## src/rtl/esr_pkg.sv

```systemverilog
package esr_pkg;
  localparam int unsigned ESR_W = 8;
  localparam int unsigned B_SEND_CSUM = 0;
  localparam int unsigned B_RECV_CSUM = 1;
  localparam int unsigned B_SEND_ACC  = 2;
  localparam int unsigned B_RSVD      = 3;
  localparam int unsigned B_RECV_ACC  = 4;
  localparam int unsigned B_SEND_VEC  = 5;
  localparam int unsigned B_RECV_VEC  = 6;
  localparam int unsigned B_BAD_REG   = 7;
  localparam int unsigned N_VEC_CH    = 2;
  typedef logic [ESR_W-1:0] esr_bits_t;
endpackage

```

## src/rtl/esr_rst_sync.sv

```systemverilog
module esr_rst_sync #(
  parameter int unsigned STAGES = 2
) (
  input  logic clk,
  input  logic rst_n_i,
  output logic rst_n_o
);
  logic [STAGES-1:0] sync_q;

  always_ff @(posedge clk or negedge rst_n_i) begin
    if (!rst_n_i) sync_q <= '0;
    else          sync_q <= {sync_q[STAGES-2:0], 1'b1};
  end

  assign rst_n_o = sync_q[STAGES-1];
endmodule

```

## src/rtl/esr_evt_decode.sv

```systemverilog
module esr_evt_decode
  import esr_pkg::*;
#(
  parameter int unsigned VEC_W     = 8,
  parameter int unsigned ILL_LIMIT = 16
) (
  input  logic                              send_csum_err,
  input  logic                              recv_csum_err,
  input  logic                              send_accept_err,
  input  logic                              recv_accept_err,
  input  logic                              bad_reg_addr_err,
  input  logic [N_VEC_CH-1:0]               vec_vld,
  input  logic [N_VEC_CH-1:0][VEC_W-1:0]    vec_val,
  output esr_bits_t                         evt,
  output logic                              any_evt
);
  localparam logic [VEC_W-1:0] LIMIT = VEC_W'(ILL_LIMIT);

  logic [N_VEC_CH-1:0] vec_bad;

  // one illegal-vector comparator per channel (0 = send, 1 = receive)
  for (genvar ch = 0; ch < N_VEC_CH; ch++) begin : g_vec_chk
    assign vec_bad[ch] = vec_vld[ch] && (vec_val[ch] < LIMIT);
  end

  always_comb begin
    evt              = '0;
    evt[B_SEND_CSUM] = send_csum_err;
    evt[B_RECV_CSUM] = recv_csum_err;
    evt[B_SEND_ACC]  = send_accept_err;
    evt[B_RSVD]      = 1'b0;
    evt[B_RECV_ACC]  = recv_accept_err;
    evt[B_SEND_VEC]  = vec_bad[0];
    evt[B_RECV_VEC]  = vec_bad[1];
    evt[B_BAD_REG]   = bad_reg_addr_err;
  end

  assign any_evt = |evt;
endmodule

```

## src/rtl/esr_accum.sv

```systemverilog
module esr_accum
  import esr_pkg::*;
(
  input  logic      clk,
  input  logic      rst_n,
  input  esr_bits_t evt,
  input  logic      esr_wr,
  output esr_bits_t esr_vis
);
  esr_bits_t acc_q, acc_d;
  esr_bits_t vis_q, vis_d;
  logic      vis_en;

  // next state: the write hands the old accumulator over and
  // same-cycle events seed the new one
  always_comb begin
    vis_en = esr_wr;
    vis_d  = acc_q;
    acc_d  = (esr_wr ? '0 : acc_q) | evt;
  end

  always_ff @(posedge clk or negedge rst_n) begin
    if (!rst_n) acc_q <= '0;
    else        acc_q <= acc_d;
  end

  always_ff @(posedge clk or negedge rst_n) begin
    if (!rst_n)      vis_q <= '0;
    else if (vis_en) vis_q <= vis_d;
  end

  assign esr_vis = vis_q;
endmodule

```

## src/rtl/esr_irq_ctl.sv

```systemverilog
module esr_irq_ctl #(
  parameter int unsigned VEC_W = 8
) (
  input  logic             clk,
  input  logic             rst_n,
  input  logic             any_evt,
  input  logic             esr_wr,
  input  logic             lvt_wr,
  input  logic [VEC_W-1:0] lvt_wr_vector,
  input  logic             lvt_wr_mask,
  output logic [VEC_W-1:0] lvt_vector,
  output logic             lvt_mask,
  output logic             err_irq,
  output logic [VEC_W-1:0] err_irq_vector
);
  logic [VEC_W-1:0] vec_q;
  logic             mask_q;
  logic             armed_q, armed_d;
  logic             irq_q, fire;

  always_comb begin
    // a write rearms in the same cycle, so an event on that cycle fires
    fire    = any_evt && !mask_q && (armed_q || esr_wr);
    armed_d = armed_q;
    if (esr_wr) armed_d = 1'b1;
    if (fire)   armed_d = 1'b0;
  end

  always_ff @(posedge clk or negedge rst_n) begin
    if (!rst_n) begin
      vec_q  <= '0;
      mask_q <= 1'b1;
    end else if (lvt_wr) begin
      vec_q  <= lvt_wr_vector;
      mask_q <= lvt_wr_mask;
    end
  end

  always_ff @(posedge clk or negedge rst_n) begin
    if (!rst_n) begin
      armed_q <= 1'b1;
      irq_q   <= 1'b0;
    end else begin
      armed_q <= armed_d;
      irq_q   <= fire;
    end
  end

  assign lvt_vector     = vec_q;
  assign lvt_mask       = mask_q;
  assign err_irq        = irq_q;
  assign err_irq_vector = vec_q;
endmodule

```

## src/rtl/err_status_latch.sv

```systemverilog
module err_status_latch
  import esr_pkg::*;
#(
  parameter int unsigned VEC_W     = 8,
  parameter int unsigned ILL_LIMIT = 16
) (
  input  logic             clk,
  input  logic             rst_n,
  input  logic             send_csum_err,
  input  logic             recv_csum_err,
  input  logic             send_accept_err,
  input  logic             recv_accept_err,
  input  logic             bad_reg_addr_err,
  input  logic             send_vec_vld,
  input  logic [VEC_W-1:0] send_vec,
  input  logic             recv_vec_vld,
  input  logic [VEC_W-1:0] recv_vec,
  input  logic             esr_wr,
  output logic [7:0]       esr_rd_data,
  input  logic             lvt_wr,
  input  logic [VEC_W-1:0] lvt_wr_vector,
  input  logic             lvt_wr_mask,
  output logic [VEC_W-1:0] lvt_vector,
  output logic             lvt_mask,
  output logic             err_irq,
  output logic [VEC_W-1:0] err_irq_vector
);
  logic      rst_n_s;
  esr_bits_t evt;
  logic      any_evt;
  esr_bits_t vis;

  esr_rst_sync #(.STAGES(2)) u_rst (
    .clk     (clk),
    .rst_n_i (rst_n),
    .rst_n_o (rst_n_s)
  );

  esr_evt_decode #(.VEC_W(VEC_W), .ILL_LIMIT(ILL_LIMIT)) u_dec (
    .send_csum_err    (send_csum_err),
    .recv_csum_err    (recv_csum_err),
    .send_accept_err  (send_accept_err),
    .recv_accept_err  (recv_accept_err),
    .bad_reg_addr_err (bad_reg_addr_err),
    .vec_vld          ({recv_vec_vld, send_vec_vld}),
    .vec_val          ({recv_vec, send_vec}),
    .evt              (evt),
    .any_evt          (any_evt)
  );

  esr_accum u_acc (
    .clk     (clk),
    .rst_n   (rst_n_s),
    .evt     (evt),
    .esr_wr  (esr_wr),
    .esr_vis (vis)
  );

  esr_irq_ctl #(.VEC_W(VEC_W)) u_irq (
    .clk            (clk),
    .rst_n          (rst_n_s),
    .any_evt        (any_evt),
    .esr_wr         (esr_wr),
    .lvt_wr         (lvt_wr),
    .lvt_wr_vector  (lvt_wr_vector),
    .lvt_wr_mask    (lvt_wr_mask),
    .lvt_vector     (lvt_vector),
    .lvt_mask       (lvt_mask),
    .err_irq        (err_irq),
    .err_irq_vector (err_irq_vector)
  );

  assign esr_rd_data = vis;
endmodule

```

## config.mk

```make
export PLATFORM = sky130hd
export DESIGN_NAME = err_status_latch
export DESIGN_NICKNAME = d
export VERILOG_FILES = /design/src/rtl/esr_pkg.sv /design/src/rtl/esr_rst_sync.sv /design/src/rtl/esr_evt_decode.sv /design/src/rtl/esr_accum.sv /design/src/rtl/esr_irq_ctl.sv /design/src/rtl/err_status_latch.sv
export SDC_FILE = /design/constraint.sdc
export NUM_CORES = 1
export LEC_CHECK = 0
export CORE_MARGIN = 3
export CORE_UTILIZATION = 30
export DETAILED_ROUTE_END_ITERATION = 8
export PLACE_DENSITY = 0.66
export RECOVER_POWER = 25
export REMOVE_ABC_BUFFERS = 1
export SETUP_SLACK_MARGIN = 0.15
export SKIP_LAST_GASP = 1
export SLEW_MARGIN = 40
export SYNTH_ARGS = -nofsm -noshare
export SYNTH_HDL_FRONTEND = slang
export SYNTH_SLANG_ARGS = --single-unit
```

## constraint.sdc

```tcl
create_clock -name clk -period 2.1 [get_ports clk]
set_clock_uncertainty 0.15 [all_clocks]
set_input_delay 0.21 -clock clk [delete_from_list [all_inputs] [get_ports clk]]
set_output_delay 0.21 -clock clk [all_outputs]
set_load 0.01 [all_outputs]
```

* After elaboration in Yosys (flattened, before gate mapping)
Cells that the tools add are included.
Word-level totals: bits in registers 29, logic and storage cells 21
Operators by class: magnitude comparators 2, reductions and logical operators 8, bitwise gates (word level) 1, mux-type cells 3
Operators by type and width (count):
- less-than comparator 8 x 5 -> 1 bit, second input constant | 2
- two-way mux 8 bit | 1
- OR 8 bit | 1
- OR reduction 7 bit | 1
- logical AND 1 bit | 4
- two-way mux 1 bit | 2
- nonzero test 2 bit | 1
- logical NOT 1 bit | 1
- logical OR 1 bit | 1

* Longest topological paths before layout
Gate-level depths: netlist of run 1.
depth in word-level cells 6, depth in mapped cells 3, mapped depth without buffers 3

* By module
Synthesis of run 1 repeated with hierarchy kept, for this count alone.
Unflattened totals: cell total of the unflattened synthesis 84, area total of the unflattened synthesis 1238.7 sq um
By module, submodules not included:
- esr_accum | instances 1, cells each 34, area an instance 598.1 sq um
- esr_irq_ctl | instances 1, cells each 34, area an instance 498.0 sq um
- esr_evt_decode | instances 1, cells each 13, area an instance 88.8 sq um
- esr_rst_sync | instances 1, cells each 3, area an instance 53.8 sq um

* Worst setup path after synthesis of run 1
Ideal clock, no wire load.
path type input to register, start point input port send_accept_err, end point register u_irq.armed_q, cell stages on the path 3, slack 0.864 ns, setup time 0.061 ns, data arrival time 1.025 ns, buffers on the path 0, cell sequence or4_4 -> nor3_2 -> a31o_1
Between the ends: word-level cells in the longest chain between the ends 4
RTL lines:
- from (decl) | line err_status_latch.sv:11 | input logic send_accept_err,
- OR reduction 7 bit * | line esr_evt_decode.sv:38 | assign any_evt = |evt;
- logical AND 1 bit * (2 in a row) | line esr_irq_ctl.sv:23 | fire = any_evt && !mask_q && (armed_q || esr_wr);
- two-way mux 1 bit / nonzero test 2 bit (equally long branches)
- to (signal assigned) | line esr_irq_ctl.sv:44 | armed_q <= armed_d;
- to (decl) | line esr_irq_ctl.sv:18 | logic armed_q, armed_d;
Mark *: on every way between the ends. The rest lies on a longest branch, timed or not. A chain may end at the register's enable or synchronous reset.

* Worst setup path in the final report of run 1
start point register u_irq.mask_q (netlist: u_irq.lvt_mask), end point output port lvt_mask
RTL lines:
- from (decl) | line esr_irq_ctl.sv:17 | logic mask_q;
- from (signal assigned) | line esr_irq_ctl.sv:35 | mask_q <= lvt_wr_mask;
- to (decl) | line err_status_latch.sv:24 | output logic lvt_mask,
No word-level cell between the ends.

==> results of run 1 <==
==> sequential cells by signal, summed over array words and instances, names as in the netlist <==
| name | count |
|---|---|
| u_irq.err_irq_vector | 8 |
| u_acc.acc_q | 7 |
| u_acc.esr_vis | 7 |
| u_rst.sync_q | 2 |
| u_irq.armed_q | 1 |
| u_irq.err_irq | 1 |
| u_irq.lvt_mask | 1 |
==> cell usage after synthesis, drive strengths merged, types with 2 or more instances <==
| cell | instances |
|---|---|
| nor2 | 2 |
| o21ai | 2 |
| a21o | 5 |
| buf | 10 |
| nor4 | 2 |
| dfstp | 2 |
| inv | 3 |
| dfrtp | 25 |
| nand2 | 2 |
| mux2 | 16 |
| conb | 2 |
==> cell type report <==
class,count,area [um^2],share of cell area (%)
clock buffers,4,26.3,1.62
inverters,3,11.3,0.696
multi-input cells,36,310,19.2
flip-flops and latches,27,678,41.9
well taps,46,57.6,3.56
repair buffers,54,534,33.0
==> logic make-up (layout without fill, tap and decap cells) <==
logic type | after synthesis | in the layout | share of synthesized area [%]
AO/OA/AOI/OAI | 9 | 9 | 6.16
buffers and inverters | 14 | 61 | 8.14
flip-flops | 27 | 27 | 63.0
multiplexers | 16 | 16 | 16.7
other | 2 | 2 | 0.698
AND/OR/NAND/NOR | 9 | 9 | 5.23
==> what timing repair did <==
| item | in CTS | in global routing |
|---|---|---|
| hold endpoints to repair | 2 | 0 |
| hold buffers | 1 | 0 |
| setup buffers | 0 | 0 |
| setup endpoints to repair | 0 | 0 |
==> power by group through the flow <==
stage	clock, mW	combinational (mW)	sequential [mW]
finish	0.218	0.239	0.595
global route	0.253	0.258	0.604
CTS	0.234	0.244	0.597
detailed placement	0	0.243	0.607
global placement	0	0.240	0.604
floorplan	0	0.0486	0.631
==> worst paths after layout <==
kind                                            to  depth (start not counted)
setup reg to reg                  u_acc.esr_vis[4]                          1
max in group asynchronous         u_acc.esr_vis[4]                          1
setup / recovery                          lvt_mask                          1
hold reg to reg            u_irq.err_irq_vector[4]                          0
min in group clk                   u_rst.sync_q[1]                          0
hold / removal             u_irq.err_irq_vector[4]                          0
==> cell usage in the layout, fill, tap and decap left out, types with 2 or more instances in the layout <==
cell type / count
mux2_2: 16
dfrtp_1: 25
conb_1: 2
dlygate4sd3_1: 2
clkbuf_1: 2
a21o_1: 4
o21ai_0: 2
clkbuf_4: 3
nand2_1: 2
clkdlybuf4s50_1: 51
dfstp_2: 2
nor2_1: 2
inv_1: 3
nor4_1: 2
==> metal layers <==
metal | up-vias | GRT usage [%]
li1 | 345 | -
met1 | 342 | 13.9
met2 | 32 | 17.0
met3 | 2 | 2.89
met4 | 0 | 4.66
met5 | - | 0
==> results.sh, run 1 <==
export IMPL_status="finished, final reports clean"
export IMPL_p_leak_nw=0.662
export IMPL_dp_hpwl_mm=1.70
export IMPL_antenna_found_initial=0
export IMPL_seq_power_share_pct=56.6
export IMPL_synthesis_area_um2=1080
export IMPL_met2_length_mm=1.06
export IMPL_num_fill_cells=286
export IMPL_synthCells=77
export IMPL_cts_tree="yes"
export IMPL_pwr_share_clk_pct=20.7
export IMPL_slowest_delay_ps=580
export IMPL_design_area_um2=1620
export IMPL_vias=721
export IMPL_tightestPinTransition_ps=793
export IMPL_synth_seq_area_share_pct=63.0
export IMPL_route_met3_wl_um=206
export IMPL_whs_ps=41.1
export IMPL_synth_ff_type="dfrtp_1"
export IMPL_place_gp_congestion=0.674
export IMPL_path_buf_inv=1
export IMPL_grt_pass1_vias=760
export IMPL_worstHoldPathType="reg2async"
export IMPL_peakVddDrop_mv=0.310
export IMPL_synth_top_area_share_pct=58.1
export IMPL_setup_violations=0
export IMPL_drive_gt1_share_pct=19.4
export IMPL_cp_max_fo=4
export IMPL_slew_viol_final=0
export IMPL_clk_latency_ps=320
export IMPL_power_switching_mw=0.251
export IMPL_fin_cells=170
export IMPL_grt_max_degree=16
export IMPL_cts_buffers_inserted=3
export IMPL_yosys_area_top_type="dfrtp_1"
export IMPL_crit_path_end_kind="primary output"
export IMPL_synth_cell_types=19
export IMPL_maxUsedRoutingLayer="met4"
export IMPL_rsz0062_at_grt="false"
export IMPL_finish_utilization_pct=47.7
export IMPL_cp_arrival_ps=1440
export IMPL_place_inst=165
export IMPL_timing_rr_start="u_rst.sync_q[1]"
export IMPL_setup_tns_final_ps=0
export IMPL_start_kind="flip-flop"
export IMPL_die_w_um=65.9
export IMPL_ant_nets=0
export IMPL_crit_chain="clkdlybuf4s50_1"
export IMPL_clk_path_buf_depth=2
export IMPL_dieHeight_um=65.9
export IMPL_fin_nets=161
export IMPL_comb_power_share_pct=22.7
export IMPL_rrSetupSlack_ps=700
export IMPL_total_power_mw=1.05
export IMPL_crit_type="reg2out"
export IMPL_layout_worst_path_cycle_share_pct=85.6
export IMPL_fp_row_count=21
export IMPL_vias_per_cell=4.24
export IMPL_min_period_ps=1800
export IMPL_cp_top_family="flip-flops"
export IMPL_root_buffer="clkbuf_4"
export IMPL_ys_seq_elements=27
export IMPL_cts_resized=0
export IMPL_critical_path_startpoint="u_irq.lvt_mask"
export IMPL_synth_edf_count=0
export IMPL_wl_mm=2.15
export IMPL_cpMaxStageDelayCell="dfstp_2"
export IMPL_netlist_top_cells_area="dfrtp_1, mux2_2, buf_4, dfstp_2, a21o_1"
export IMPL_yosysWarningCount=0
export IMPL_track_usage_pct=10.8
export IMPL_final_hold_violation_count=0
export IMPL_cp_data_required_time_ps=1740
export IMPL_diodes=0
export IMPL_core_area_um2=3390
export IMPL_fmax_mhz=556
export IMPL_setup_slack_ps=303
export IMPL_p_int_mw=0.802
export IMPL_die_area_um2=4340
export IMPL_synthArstFlopShare_pct=100
export IMPL_initial_core_util_pct=31.7
export IMPL_grt_pass1_wl_mm=3.61
export IMPL_grt_ovfl_total=0
export IMPL_relSlewSlack_pct=47.1
export IMPL_wl_met1_um=869
export IMPL_route_detailed_wl_per_inst_um=12.6
export IMPL_pin_count=62
export IMPL_cts_sinks=27
export IMPL_swShare_pct=23.8
export IMPL_syn_area_per_cell_um2=14.0
export IMPL_maxCapViolations=0
export IMPL_drt_iter0_markers=15
export IMPL_cts_max_level=1
export IMPL_first_pass_iters=4
export IMPL_area_delta_synth_final_pct=50.3
export IMPL_port_buffers=52
export IMPL_route_detailed_drc=0
export IMPL_cts_clk_slew_worst_paths_ps=140
export IMPL_dp_slack_ps=308
export IMPL_dpl_cell_area_um2=1590
export IMPL_power_density_nw_per_um2=651
Note: power is estimated with default switching activity, not from simulation.
==> inputs of run 2 (changes only) <==
--- a/config.mk
+++ b/config.mk
@@ -7,6 +7,7 @@
 export LEC_CHECK = 0
 export CORE_MARGIN = 3
 export CORE_UTILIZATION = 30
+export CTS_CLUSTER_SIZE = 14
 export DETAILED_ROUTE_END_ITERATION = 8
 export PLACE_DENSITY = 0.66
 export RECOVER_POWER = 25
==> results of run 2 <==
Final layout, timing and power as in run 1 (identical DEF).
